$ cat src/rtl/irq_ctrl_pkg.sv
`timescale 1ns/1ps
// irq_ctrl_pkg: shared constants and types for the interrupt controller.
// Assumes exactly eight sources; flag positions are fixed here so that
// software and the controller agree on them.
package irq_ctrl_pkg;
    localparam int NSRC    = 8;
    localparam int IDX_T0  = 0;  // timer0 overflow
    localparam int IDX_PIN = 1;  // external pin
    localparam int IDX_T3  = 2;  // timer3 match
    localparam int IDX_T1  = 3;  // timer1 match
    localparam int IDX_T2  = 4;  // timer2 match
    localparam int IDX_SRX = 5;  // SPI receive
    localparam int IDX_STX = 6;  // SPI transmit
    localparam int IDX_AUX = 7;  // auxiliary peripheral

    typedef logic [NSRC-1:0] src_vec_t;

    // Which kind of vector the outstanding request refers to.
    typedef enum logic [1:0] {
        VK_NONE = 2'd0,
        VK_HW   = 2'd1,
        VK_SW   = 2'd2
    } vec_kind_e;
endpackage

$ cat src/rtl/irq_pin_edge.sv
`timescale 1ns/1ps
// irq_pin_edge: synchronizes an asynchronous pin through STAGES flops and
// reports a one-cycle pulse on the selected edge.
// Assumes STAGES >= 2 and that edge_sel changes only while the pin is quiet.
module irq_pin_edge #(
    parameter int STAGES = 2
) (
    input  logic clk,
    input  logic rst_n,
    input  logic pin_i,
    input  logic rise_sel_i,
    output logic edge_o
);
    logic [STAGES-1:0] sync_q;
    logic              last_q;
    logic              rise, fall;

    // Synchronizer chain plus a history flop for edge detection.
    always_ff @(posedge clk) begin
        if (!rst_n) begin
            sync_q <= '0;
            last_q <= 1'b0;
        end else begin
            sync_q <= {sync_q[STAGES-2:0], pin_i};
            last_q <= sync_q[STAGES-1];
        end
    end

    // Edge classification on the synchronized level.
    always_comb begin
        rise   = sync_q[STAGES-1] & ~last_q;
        fall   = ~sync_q[STAGES-1] & last_q;
        edge_o = rise_sel_i ? rise : fall;
    end
endmodule

$ cat src/rtl/irq_flag_bank.sv
`timescale 1ns/1ps
// irq_flag_bank: sticky event flags, the enable register and the timer1
// companion status bit. A set in the same cycle as a clear wins; a clear
// of the timer1 flag is blocked while its status bit is high.
// Assumes set_i carries single-cycle event pulses already in flag order.
module irq_flag_bank
    import irq_ctrl_pkg::*;
(
    input  logic     clk,
    input  logic     rst_n,
    input  src_vec_t set_i,
    input  logic     en_wr_i,
    input  src_vec_t en_wdata_i,
    input  logic     clr_i,
    input  src_vec_t clr_mask_i,
    input  logic     stat_clr_i,
    output src_vec_t flag_o,
    output src_vec_t en_o,
    output logic     stat_o
);
    src_vec_t flag_q, en_q, clr_eff;
    logic     stat_q;

    // Per-bit clear qualification; the timer1 bit is gated by its status.
    for (genvar i = 0; i < NSRC; i++) begin : g_clr
        if (i == IDX_T1) begin : g_guarded
            assign clr_eff[i] = clr_i & clr_mask_i[i] & ~stat_q;
        end else begin : g_plain
            assign clr_eff[i] = clr_i & clr_mask_i[i];
        end
    end

    // Flag register: clear selected bits, then OR in new events.
    always_ff @(posedge clk) begin
        if (!rst_n) flag_q <= '0;
        else        flag_q <= (flag_q & ~clr_eff) | set_i;
    end

    // Enable register: loaded whenever written.
    always_ff @(posedge clk) begin
        if (!rst_n)       en_q <= '0;
        else if (en_wr_i) en_q <= en_wdata_i;
    end

    // Timer1 status bit: set by a timer1 event, which wins over a clear.
    always_ff @(posedge clk) begin
        if (!rst_n)               stat_q <= 1'b0;
        else if (set_i[IDX_T1])   stat_q <= 1'b1;
        else if (stat_clr_i)      stat_q <= 1'b0;
    end

    assign flag_o = flag_q;
    assign en_o   = en_q;
    assign stat_o = stat_q;

    AST_EVT_SETS_FLAG: assert property (@(posedge clk) disable iff (!rst_n)
        (set_i != '0) |=> ((flag_q & $past(set_i)) == $past(set_i)));
    AST_T1_CLEAR_BLOCKED: assert property (@(posedge clk) disable iff (!rst_n)
        (stat_q && flag_q[IDX_T1]) |=> flag_q[IDX_T1]);
endmodule

$ cat src/rtl/irq_arbiter.sv
`timescale 1ns/1ps
// irq_arbiter: keeps the global enable, takes hardware interrupts when
// enabled work is pending and accepts software interrupts, holding one
// request at a time until the core acknowledges it.
// Assumes all strobes are single-cycle and synchronous to clk.
module irq_arbiter
    import irq_ctrl_pkg::*;
(
    input  logic      clk,
    input  logic      rst_n,
    input  logic      pending_i,
    input  logic      gie_set_i,
    input  logic      gie_clr_i,
    input  logic      reti_i,
    input  logic      swi_i,
    input  logic      ack_i,
    output logic      gie_o,
    output logic      req_o,
    output vec_kind_e kind_o
);
    logic      gie_q, req_q;
    vec_kind_e kind_q;
    logic      take_hw, take_sw;

    // Decide which request, if any, starts this cycle; hardware wins.
    always_comb begin
        take_hw = gie_q & pending_i & ~req_q;
        take_sw = swi_i & ~req_q & ~take_hw;
    end

    // Request register: raised by a take, dropped by the acknowledge.
    always_ff @(posedge clk) begin
        if (!rst_n) begin
            req_q  <= 1'b0;
            kind_q <= VK_NONE;
        end else if (req_q && ack_i) begin
            req_q  <= 1'b0;
            kind_q <= VK_NONE;
        end else if (take_hw) begin
            req_q  <= 1'b1;
            kind_q <= VK_HW;
        end else if (take_sw) begin
            req_q  <= 1'b1;
            kind_q <= VK_SW;
        end
    end

    // Global enable: a take or a disable clears it, ahead of any set.
    always_ff @(posedge clk) begin
        if (!rst_n)                      gie_q <= 1'b0;
        else if (take_hw || gie_clr_i)   gie_q <= 1'b0;
        else if (gie_set_i || reti_i)    gie_q <= 1'b1;
    end

    assign gie_o  = gie_q;
    assign req_o  = req_q;
    assign kind_o = kind_q;

    AST_TAKE_DROPS_GIE: assert property (@(posedge clk) disable iff (!rst_n)
        ($rose(req_q) && kind_q == VK_HW) |-> !gie_q);
    AST_REQ_HELD: assert property (@(posedge clk) disable iff (!rst_n)
        (req_q && !ack_i) |=> (req_q && $stable(kind_q)));
    AST_ACK_DROPS_REQ: assert property (@(posedge clk) disable iff (!rst_n)
        (req_q && ack_i) |=> !req_q);
endmodule

$ cat src/rtl/irq_ctrl.sv
`timescale 1ns/1ps
// irq_ctrl: interrupt controller top. Routes the synchronized pin edge into
// the flag bank, masks flags with enables for readback and for the
// arbiter, maps request kinds to vector addresses and produces wake.
// Assumes the core samples vec_addr_o while vec_req_o is high.
module irq_ctrl
    import irq_ctrl_pkg::*;
#(
    parameter int          ADDR_W      = 8,
    parameter int          SYNC_STAGES = 2,
    parameter logic [ADDR_W-1:0] HW_VEC = 'd1,
    parameter logic [ADDR_W-1:0] SW_VEC = 'd2
) (
    input  logic              clk,
    input  logic              rst_n,
    input  logic [NSRC-1:0]   evt_i,
    input  logic              ext_pin_i,
    input  logic              edge_sel_i,
    input  logic              en_wr_i,
    input  logic [NSRC-1:0]   en_wdata_i,
    input  logic              flag_clr_i,
    input  logic [NSRC-1:0]   flag_clr_mask_i,
    input  logic              t1_stat_clr_i,
    input  logic              gie_set_i,
    input  logic              gie_clr_i,
    input  logic              reti_i,
    input  logic              swi_i,
    input  logic              vec_ack_i,
    input  logic              sleep_i,
    output logic [NSRC-1:0]   flag_rd_o,
    output logic [NSRC-1:0]   en_rd_o,
    output logic              t1_stat_o,
    output logic              gie_o,
    output logic              vec_req_o,
    output logic [ADDR_W-1:0] vec_addr_o,
    output logic              wake_o
);
    logic      pin_edge;
    src_vec_t  set_vec, flags, enables, active;
    vec_kind_e kind;
    logic      unused_pin_evt;

    assign unused_pin_evt = evt_i[IDX_PIN];

    irq_pin_edge #(.STAGES(SYNC_STAGES)) u_pin (
        .clk       (clk),
        .rst_n     (rst_n),
        .pin_i     (ext_pin_i),
        .rise_sel_i(edge_sel_i),
        .edge_o    (pin_edge)
    );

    // Source routing: the pin position takes the synchronized edge.
    for (genvar i = 0; i < NSRC; i++) begin : g_route
        if (i == IDX_PIN) begin : g_pin
            assign set_vec[i] = pin_edge;
        end else begin : g_evt
            assign set_vec[i] = evt_i[i];
        end
    end

    irq_flag_bank u_bank (
        .clk       (clk),
        .rst_n     (rst_n),
        .set_i     (set_vec),
        .en_wr_i   (en_wr_i),
        .en_wdata_i(en_wdata_i),
        .clr_i     (flag_clr_i),
        .clr_mask_i(flag_clr_mask_i),
        .stat_clr_i(t1_stat_clr_i),
        .flag_o    (flags),
        .en_o      (enables),
        .stat_o    (t1_stat_o)
    );

    // Masked view shared by readback, arbitration and wake.
    assign active = flags & enables;

    irq_arbiter u_arb (
        .clk      (clk),
        .rst_n    (rst_n),
        .pending_i(|active),
        .gie_set_i(gie_set_i),
        .gie_clr_i(gie_clr_i),
        .reti_i   (reti_i),
        .swi_i    (swi_i),
        .ack_i    (vec_ack_i),
        .gie_o    (gie_o),
        .req_o    (vec_req_o),
        .kind_o   (kind)
    );

    // Vector address selection from the outstanding request kind.
    always_comb begin
        case (kind)
            VK_HW:   vec_addr_o = HW_VEC;
            VK_SW:   vec_addr_o = SW_VEC;
            default: vec_addr_o = '0;
        endcase
    end

    assign flag_rd_o = active;
    assign en_rd_o   = enables;
    assign wake_o    = sleep_i & active[IDX_PIN];

    AST_PIN_EDGE_FLAGS: assert property (@(posedge clk) disable iff (!rst_n)
        pin_edge |=> flags[IDX_PIN]);
endmodule

$ cat config.mk
export PLATFORM = sky130hd
export DESIGN_NAME = irq_ctrl
export DESIGN_NICKNAME = d
export VERILOG_FILES = /design/src/rtl/irq_ctrl_pkg.sv /design/src/rtl/irq_pin_edge.sv /design/src/rtl/irq_flag_bank.sv /design/src/rtl/irq_arbiter.sv /design/src/rtl/irq_ctrl.sv
export SDC_FILE = /design/constraint.sdc
export NUM_CORES = 1
export LEC_CHECK = 0
export BUFFER_PORTS_ARGS = -buffer_cell sky130_fd_sc_hd__buf_2
export CAP_MARGIN = 20
export CORE_MARGIN = 3
export CORE_UTILIZATION = 45
export CTS_CLUSTER_SIZE = 25
export DETAILED_ROUTE_END_ITERATION = 12
export PLACE_DENSITY = 0.91
export SLEW_MARGIN = 20
export SYNTH_ARGS = -nofsm -noshare
export SYNTH_HDL_FRONTEND = slang
export SYNTH_SLANG_ARGS = --single-unit
$ cat constraint.sdc
create_clock -name clk -period 3.12 [get_ports clk]
set_input_delay 0.624 -clock clk [delete_from_list [all_inputs] [get_ports clk]]
set_output_delay 0.624 -clock clk [all_outputs]
set_load 0.005 [all_outputs]
==> results of run 1 <==
[cells in the mapped netlist (all sizes together)]
library cell | number | area [sq um]
dfxtp | 24 | 480
nor2b | 19 | 119
and2 | 12 | 83.8
mux2i | 10 | 100
nand2 | 10 | 37.5
a21oi | 7 | 35.0
buf | 6 | 45.0
clkbuf | 5 | 20.0
a21boi | 2 | 15.0
nor2 | 2 | 7.51
o21a | 2 | 15.0
o21ai | 2 | 13.8
or4 | 2 | 22.5
a22oi | 1 | 7.51
and3 | 1 | 6.26
and4b | 1 | 10.0
conb | 1 | 3.75
inv | 1 | 3.75
nand3b | 1 | 7.51
nor4 | 1 | 12.5
o32ai | 1 | 8.76
or3 | 1 | 6.26
[area by class of cell]
cell class | instances | share of cell area
flip-flops and latches | 24 | 0.347
inverters | 1 | 0.00271
clock buffers | 3 | 0.0162
well taps | 27 | 0.0244
repair buffers | 57 | 0.206
clock inverters | 1 | 0.0217
multi-input cells | 81 | 0.383
[how the worst min path moves through the flow]
stage | from | endpoint
2_1_floorplan | u_pin.sync_q[0] | u_pin.sync_q[1]
3_3_place_gp | u_pin.sync_q[0] | u_pin.sync_q[1]
3_5_place_dp | u_pin.sync_q[0] | u_pin.sync_q[1]
4_1_cts | u_pin.sync_q[0] | u_pin.sync_q[1]
5_1_grt | u_pin.sync_q[0] | u_pin.sync_q[1]
6_report | u_pin.sync_q[0] | u_pin.sync_q[1]
[layout by cell type, fill, tap and decap left out]
| cell | count |
|---|---|
| and3_1 | 1 |
| nor4_2 | 1 |
| nand2_1 | 10 |
| o21ai_0 | 1 |
| nor2b_1 | 19 |
| a21oi_1 | 7 |
| nor2_1 | 2 |
| bufinv_16 | 1 |
| clkbuf_4 | 3 |
| o21ai_2 | 1 |
| or4_4 | 2 |
| conb_1 | 6 |
| and2_4 | 1 |
| and2_2 | 5 |
| mux2i_1 | 10 |
| a22oi_1 | 1 |
| or3_1 | 1 |
| inv_1 | 1 |
| a21boi_0 | 2 |
| nand3b_1 | 1 |
| and2_1 | 6 |
| buf_2 | 57 |
| o32ai_1 | 1 |
| dfxtp_1 | 24 |
| and4b_1 | 1 |
| o21a_1 | 2 |
[metal layers]
metal  vias up  wire length (um)  track usage
met4         0                12       0.0871
met5         -                 0            0
met1       420              1130        0.213
met3         2               217       0.0354
met2        47              1190        0.321
li1        469                 -            -
[per-stage QoR]
| step | total power, mW | hold WS [ns] |
|---|---|---|
| 2_1_floorplan | 0.402 | 0.412 |
| 3_3_place_gp | 0.436 | 0.420 |
| 3_5_place_dp | 0.443 | 0.428 |
| 4_1_cts | 0.667 | 0.459 |
| 5_1_grt | 0.688 | 0.469 |
| 6_report | 0.661 | 0.456 |
[power groups by stage]
stage	combinational (mW)	sequential [mW]	clock [mW]
6_report	0.0953	0.340	0.226
5_1_grt	0.108	0.343	0.237
4_1_cts	0.0962	0.340	0.230
3_5_place_dp	0.0961	0.347	0
3_3_place_gp	0.0908	0.345	0
2_1_floorplan	0.0591	0.343	0
[flip-flops by register name, indices dropped and copies added (netlist names)]
register / count
u_arb.gie_o: 1
u_arb.kind_o: 2
u_arb.req_o: 1
u_bank.en_o: 8
u_bank.flag_o: 8
u_bank.stat_o: 1
u_pin.last_q: 1
u_pin.sync_q: 2
[cell families after synthesis]
kind of cell / Yosys count / synth area share
other cells: 1 / 0.00353
flops: 24 / 0.453
mux: 10 / 0.0943
simple gates: 50 / 0.295
buf+inv: 12 / 0.0648
compound gates: 15 / 0.0896
==> reports/metrics.cfg, run 1 <==
[setup_path]
r2r-start = u_bank.flag_o[3]
cp-start-kind = flip-flop
crit_slowest_cell = dfxtp_1
crit_required_ns = 2.50
max_stage_delay_ns = 0.52
timing.critical_path.buf_inv = 1
end_kind = output pin
ff2ff_path_depth = 4
worstSetupStartpoint = u_arb.req_o
worst-path-stages = 1
rr_endpoint = u_arb.kind_o[1]
crit_type = reg -> out
r2r_slack_ns = 1.61
cp_top_family = flip-flops
crit_path_end = vec_req_o
crit_chain = buf_2
cp.arrival_ns = 1.00
path_max_fanout = 7

[die]
dieArea_sq_um = 2980
rows = 16
ioPinCount = 65
die_y_um = 54.6
fp.dieW_um = 54.6
core_area_sq_um = 2100
start_util = 0.505

[place]
dp_cells = 190
dp_hpwl_um = 2010
port_buffers = 57
place_ws_ns = 1.50
post_dp_cell_area_sq_um = 1330
gp_congestion = 0.688

[cells_and_area]
insertedDiodeCount = 0
layout.nets = 205
syn_to_final_growth_pct = 30.7
final_layout_size_suffix_gt1_frac = 0.425
fin_cells = 194
fin_util = 0.660
multi_input_area_sq_um = 531
fillers = 179
final_area_sq_um = 1390
regArea_sq_um = 480

[global_route]
grt_pass1_vias = 910
track_usage = 0.184
grt_max_degree = 25
grt_overflow = 0
antenna_found_initial = 0
grt_pass1_wl_um = 3820

[clocking]
numCtsBuffers = 3
clock_tree.root_cell = clkbuf_4
cts_setup_buffers = 0
cts.clk_slew.worst_paths_ns = 0.13
htreeDepth = 1
cts_buffer_depth = 2
post_cts_resized = 0
cts.sinks = 24
cts_tree = done
clk_latency_ns = 0.31
cts_hold_buf = 0

[sta]
skew_ns = 0.00415
setup_ws_ns = 1.49
maxSlewViolCount = 0
finalCritPeriodShare = 0.522
max_freq_mhz = 614
rsz0062_at_grt = false
tns_ns = 0
finalHoldViolations = 0
min_period_ns = 1.63
setup_viol = 0

[power]
leakagePower_nw = 0.714
p_switching_mw = 0.152
swShare = 0.230
p_comb_frac = 0.144
p_int_mw = 0.510
p_clk_frac = 0.341
power_frac_seq = 0.515
ir_worst_vdd_mv = 0.316
power_density_nw_per_um2 = 477

[drt]
ant_nets = 0
drt_iter0_drc = 9
avgViaCountPerCell = 4.84
via_count = 938
drt_first_pass_iters = 4
drt_wl_total_um = 2540
avgRoutedWirePerCell_um = 13.1
drc = 0

[yosys]
ys_ff_latch = 24
yosysWarnings = 0
synthDistinctLibCells = 26
syn_inst = 112
netlist_area_sq_um = 1060
synth.yosys.seq_area_share = 0.453
avgSynthCellArea_sq_um = 9.47

[job]
maxCapViolations = 0

[worst_hold_path]
min_path_cells = 1
hp-class = reg -> reg

[outcome]
status = finished clean

No activity file was read; power rests on OpenSTA's default activity.
==> run 2: changes to the inputs <==
Settings changed: CORE_UTILIZATION 45 to 42, PLACE_DENSITY 0.91 to 0.86.
Clock period 3.12 ns to 1.5 ns, I/O delays scaled along.
==> run 2 against run 1 <==
Effect of this change: die area is 6.3% higher; setup slack got worse by 1.5 ns; sequential power grew 110%; clock-buffer cell count is the same; critical path type is now reg -> reg; the run now ends with setup timing left.
==> reports/metrics.cfg, run 2 (synthesis gave the netlist of run 1 again) <==
[outcome]
status = complete, but fails checks
failed_checks = setup timing

[place]
dp_hpwl_um = 1990
gp_congestion = 0.760
port_buffers = 57
post_dp_cell_area_sq_um = 1340

[power]
power_frac_seq = 0.516
p_switching_mw = 0.306
p_clk_frac = 0.332
leakagePower_nw = 0.730
ir_worst_vdd_mv = 0.665
power_density_nw_per_um2 = 968
p_comb_frac = 0.151
swShare = 0.222
p_int_mw = 1.07

[drt]
drt_wl_total_um = 2460
avgViaCountPerCell = 4.79
avgRoutedWirePerCell_um = 12.5
drt_iter0_drc = 6
drc = 0
via_count = 944
drt_first_pass_iters = 3
ant_nets = 0

[setup_path]
crit_slowest_cell = or4_4
crit_chain = and2_4, or4_4, nor4_4, o21a_1
cp_top_family = simple AND/OR/NAND/NOR gates
crit_type = reg -> reg
path_max_fanout = 2
crit_required_ns = 1.75
end_kind = flip-flop
cp.arrival_ns = 1.75
timing.critical_path.buf_inv = 0
max_stage_delay_ns = 0.54
cp-start-kind = flip-flop

[cells_and_area]
insertedDiodeCount = 0
fillers = 222
layout.nets = 207
multi_input_area_sq_um = 543
final_cell_mix = 57 x buf_2, 19 x nor2b_1, 19 x dfxtp_1
regArea_sq_um = 487
layout_commonest_cell = buf_2
final_area_sq_um = 1420
final_layout_size_suffix_gt1_frac = 0.467
syn_to_final_growth_pct = 34.0

[global_route]
grt_pass1_vias = 976
grt_max_degree = 25
antenna_found_initial = 0
grt_pass1_wl_um = 4040
grt_overflow = 0
track_usage = 0.158

[sta]
tns_ns = -0.00632
finalHoldViolations = 0
setup_ws_ns = -0.00632
finalCritPeriodShare = 1.00
maxSlewViolCount = 0
rsz0062_at_grt = true
max_freq_mhz = 664
hold-worst-slack_ns = 0.205
min_period_ns = 1.51
setup_viol = 1
skew_ns = 0.0170

[clocking]
clock_tree.root_cell = clkbuf_4
cts_hold_buf = 0
cts_tree = done
clk_latency_ns = 0.31
cts_buffer_depth = 2
htreeDepth = 1
numCtsBuffers = 3
cts.clk_slew.worst_paths_ns = 0.14
cts.sinks = 24

[die]
core_area_sq_um = 2300
dieArea_sq_um = 3170
ioPinCount = 65
die_y_um = 56.3
fp.dieW_um = 56.3
start_util = 0.462
rows = 17

[job]
maxCapViolations = 0

[worst_hold_path]
hp-class = in -> reg

## run 2: cell types whose count changed in the layout (fill, tap and decap cells not counted)
cell,change
buf_4,+2
and2_2,-1
dfxtp_1,-5
nor4_2,-1
dfxtp_2,+5
nor4_4,+1
and2_1,-1
and2_4,+2
## run 2: timing repair
item,in CTS,in global routing
setup endpoints to repair,1,4
buffers inserted,2,0
pin swaps,3,1
gates resized for setup,7,1
## run 2: routing by layer
layer  wire length, um  vias up  GRT usage
met5                 0        -          0
met1              1030      424      0.187
met3               226        2     0.0368
li1                  -      474          -
met2              1190       44      0.284
met4                12        0     0.0407
## run 2: worst paths after layout
kind / start / to / slack (ns) / cells past startpoint
setup / recovery: u_bank.flag_o[5] / u_arb.kind_o[1] / -0.006 / 4
hold / removal: evt_i[3] / u_bank.stat_o / 0.21 / 2
setup reg to reg: u_bank.flag_o[5] / u_arb.kind_o[1] / -0.006 / 4
hold reg to reg: u_pin.sync_q[0] / u_pin.sync_q[1] / 0.45 / 1
## run 2: power by group through the flow
| stage | sequential (mW) | combinational, mW | clock (mW) |
|---|---|---|---|
| global placement | 0.718 | 0.190 | 0 |
| global route | 0.716 | 0.233 | 0.492 |
| detailed placement | 0.722 | 0.198 | 0 |
| floorplan | 0.713 | 0.123 | 0 |
| CTS | 0.709 | 0.205 | 0.471 |
| finish | 0.710 | 0.208 | 0.457 |
## run 2: metrics by stage
| step | power [mW] | std cells | utilization | setup WS, ns |
|---|---|---|---|---|
| after floorplan | 0.836 | 117 | - | 0.0954 |
| after global placement | 0.908 | 191 | 0.581 | 0.0709 |
| after detailed placement | 0.919 | 191 | 0.581 | 0.0353 |
| after CTS | 1.39 | 197 | 0.615 | -0.00604 |
| after global routing | 1.44 | 197 | 0.619 | -0.0615 |
| final | 1.38 | 197 | 0.619 | -0.00632 |
## run 2: layout make-up
cell class | count | area share
clock inverters | 1 | 0.0211
inverters | 1 | 0.00264
multi-input cells | 81 | 0.382
clock buffers | 3 | 0.0158
flip-flops and latches | 24 | 0.342
repair buffers | 59 | 0.211
well taps | 28 | 0.0246
==> run 3: changes to the inputs <==
Settings changed: PLACE_DENSITY 0.86 to 0.87, SYNTH_HIERARCHICAL from default to 1.
==> run 3 against run 2 <==
Effect of this change: the run still ends with setup timing left; setup slack worse by 0.47 ns; register-to-register slack worse by 0.47 ns; routed wire length up 6.4%; core utilization increased by 2.0 points; die area decreased by 0.21%; worst hold slack lost 0.053 ns; non-clock buffer count rose by 8; sequential power down 0.6%; clock-buffer cell count is 1 higher; critical path type unchanged; critical endpoint is now u_arb/kind_o[0].
==> reports/metrics.cfg, run 3 <==
[power]
leakagePower_nw = 0.785
power_density_nw_per_um2 = 861
ir_worst_vdd_mv = 0.480

[setup_path]
end_kind = flip-flop
worstSetupStartpoint = u_bank/flag_o[6]
crit_required_ns = 1.70
path_max_fanout = 2
crit_type = reg -> reg
cp.arrival_ns = 2.18
r2r-start = u_bank/flag_o[6]
ff2ff_path_depth = 6
cp-start-kind = flip-flop

[yosys]
synth_enable_flop_cells = 0
netlist_area_sq_um = 1060
avgSynthCellArea_sq_um = 9.37
synth.top_cells.by_area = dfxtp_1 45%, mux2i_1 7.6%, nor2b_1 6.5%
synth_common_cells = 24 x dfxtp_1, 11 x nor2b_1, 10 x inv_1, 10 x o21ai_0, 9 x and2_1
async_reset_ff_frac = 0
syn_inst = 113
yosysTopAreaCell = dfxtp_1
netlist.area_leader.share = 0.454
yosysWarnings = 6
synth.yosys.seq_area_share = 0.454
synthDistinctLibCells = 29
synth.most_common_cell = dfxtp_1
ys_ff_latch = 24
synth_ff_type = dfxtp_1

[job]
maxCapViolations = 0

[die]
ioPinCount = 65
core_area_sq_um = 2300
die_y_um = 56.2
start_util = 0.461
dieArea_sq_um = 3160
fp.dieW_um = 56.2
rows = 17

[drt]
ant_nets = 0
drt_wl_total_um = 2620
drc = 0
drt_iter0_drc = 51
via_count = 1010
drt_first_pass_iters = 4
avgViaCountPerCell = 4.86
avgRoutedWirePerCell_um = 12.6

[cells_and_area]
final_cell_mix = 57 x buf_2, 23 x dfxtp_1, 11 x nor2b_1
layout_commonest_cell = buf_2
layout.nets = 218
syn_to_final_growth_pct = 38.7
insertedDiodeCount = 0
final_layout_size_suffix_gt1_frac = 0.467
final_area_sq_um = 1470

[sta]
maxSlewViolCount = 0
rsz0062_at_grt = true
setup_viol = 4
skew_ns = 0.00223
min_period_ns = 1.98
max_freq_mhz = 505
finalCritPeriodShare = 1.32
setup_ws_ns = -0.480
finalHoldViolations = 0
tns_ns = -1.80
hold-worst-slack_ns = 0.153

[worst_hold_path]
min_path_cells = 2
hold_path_startpoint = gie_clr_i
hp-class = in -> reg

[clocking]
cts_buffer_depth = 2
cts.sinks = 24
numCtsBuffers = 3
clk_latency_ns = 0.30
htreeDepth = 1
cts.clk_slew.worst_paths_ns = 0.12
clock_tree.root_cell = clkbuf_4
cts_tree = done

[place]
post_dp_cell_area_sq_um = 1410
port_buffers = 57
dp_hpwl_um = 2100
gp_congestion = 0.776

[global_route]
grt.busiest_layer = met2
met3_usage = 0.0302
antenna_found_initial = 0
grt_pass1_vias = 963
grt_pass1_wl_um = 4300
grt_overflow = 0
track_usage = 0.171
globalRouteMet2Util = 0.321
grt_max_degree = 26
grt_use_met1 = 0.194

[outcome]
status = complete, but fails checks
failed_checks = setup timing

==> run 3: cell types whose count changed after synthesis, sizes merged, moves of 2 or more <==
cell / before / now
a21oi: 7 / 3
nor2b: 19 / 11
mux2i: 10 / 8
inv: 1 / 10
a21boi: 2 / 0
clkbuf: 5 / 0
buf: 6 / 9
o21ai: 2 / 11
a31oi: 0 / 8
nand2: 10 / 4
==> run 3: metrics by stage <==
step	setup WS, ns	util	power [mW]	cells
global placement	-0.416	0.613	0.932	203
detailed placement	-0.500	0.613	0.945	203
finish	-0.480	0.639	1.26	208
global route	-0.604	0.639	1.33	208
CTS	-0.476	0.634	1.27	208
floorplan	-0.402	-	0.838	118
==> run 3: cells by family after synthesis <==
| group | Yosys count | synth area share |
|---|---|---|
| AND/OR/NAND/NOR | 37 | 0.221 |
| AO/OA/AOI/OAI | 24 | 0.145 |
| flip-flops | 24 | 0.454 |
| other | 1 | 0.00354 |
| multiplexers | 8 | 0.0757 |
| buffers and inverters | 19 | 0.100 |
==> run 3: timing repair <==
action | 4_1_cts | 5_1_grt
endpoints found under the setup margin | 4 | 4
resized for setup | 3 | 3
hold buffers | 0 | 0
setup buffers | 1 | 0
pin swaps | 1 | 2
==> run 3: final timing paths <==
kind                                   endpoint  slack (ns)
worst max-delay path            u_arb/kind_o[0]       -0.48
worst min register to register  u_pin/sync_q[1]        0.45
worst min-delay path                u_arb/gie_o        0.15
worst max register to register  u_arb/kind_o[0]       -0.48
==> run 3: per-layer routing <==
metal,vias to the layer above,part of all wire
met3,2,0.089
met5,-,0
met1,459,0.38
met4,0,0.0053
met2,47,0.53
li1,502,-
==> run 3: layout make-up <==
type	count	area, sq um
Tap cell	28	35.0
Inverter	10	37.5
Multi-Input combinational cell	75	513
Sequential cell	24	482
Timing Repair Buffer	67	364
Clock buffer	4	36.3
Fill cell	197	830
==> run 3: critical path: stages, from the launching register on <==
cell and delay [ns]:
dfxtp_2 0.34, and2_4 0.16, or4_4 0.53, or4_4 0.45, a21oi_4 0.17, o21ai_2 0.07, and3_1 0.18
==> run 3: power by group <==
part           total (mW)  switching, mW  internal (mW)
clock               0.318          0.171          0.148
sequential          0.706         0.0260          0.680
combinational       0.239          0.106          0.133
total                1.26          0.302          0.961
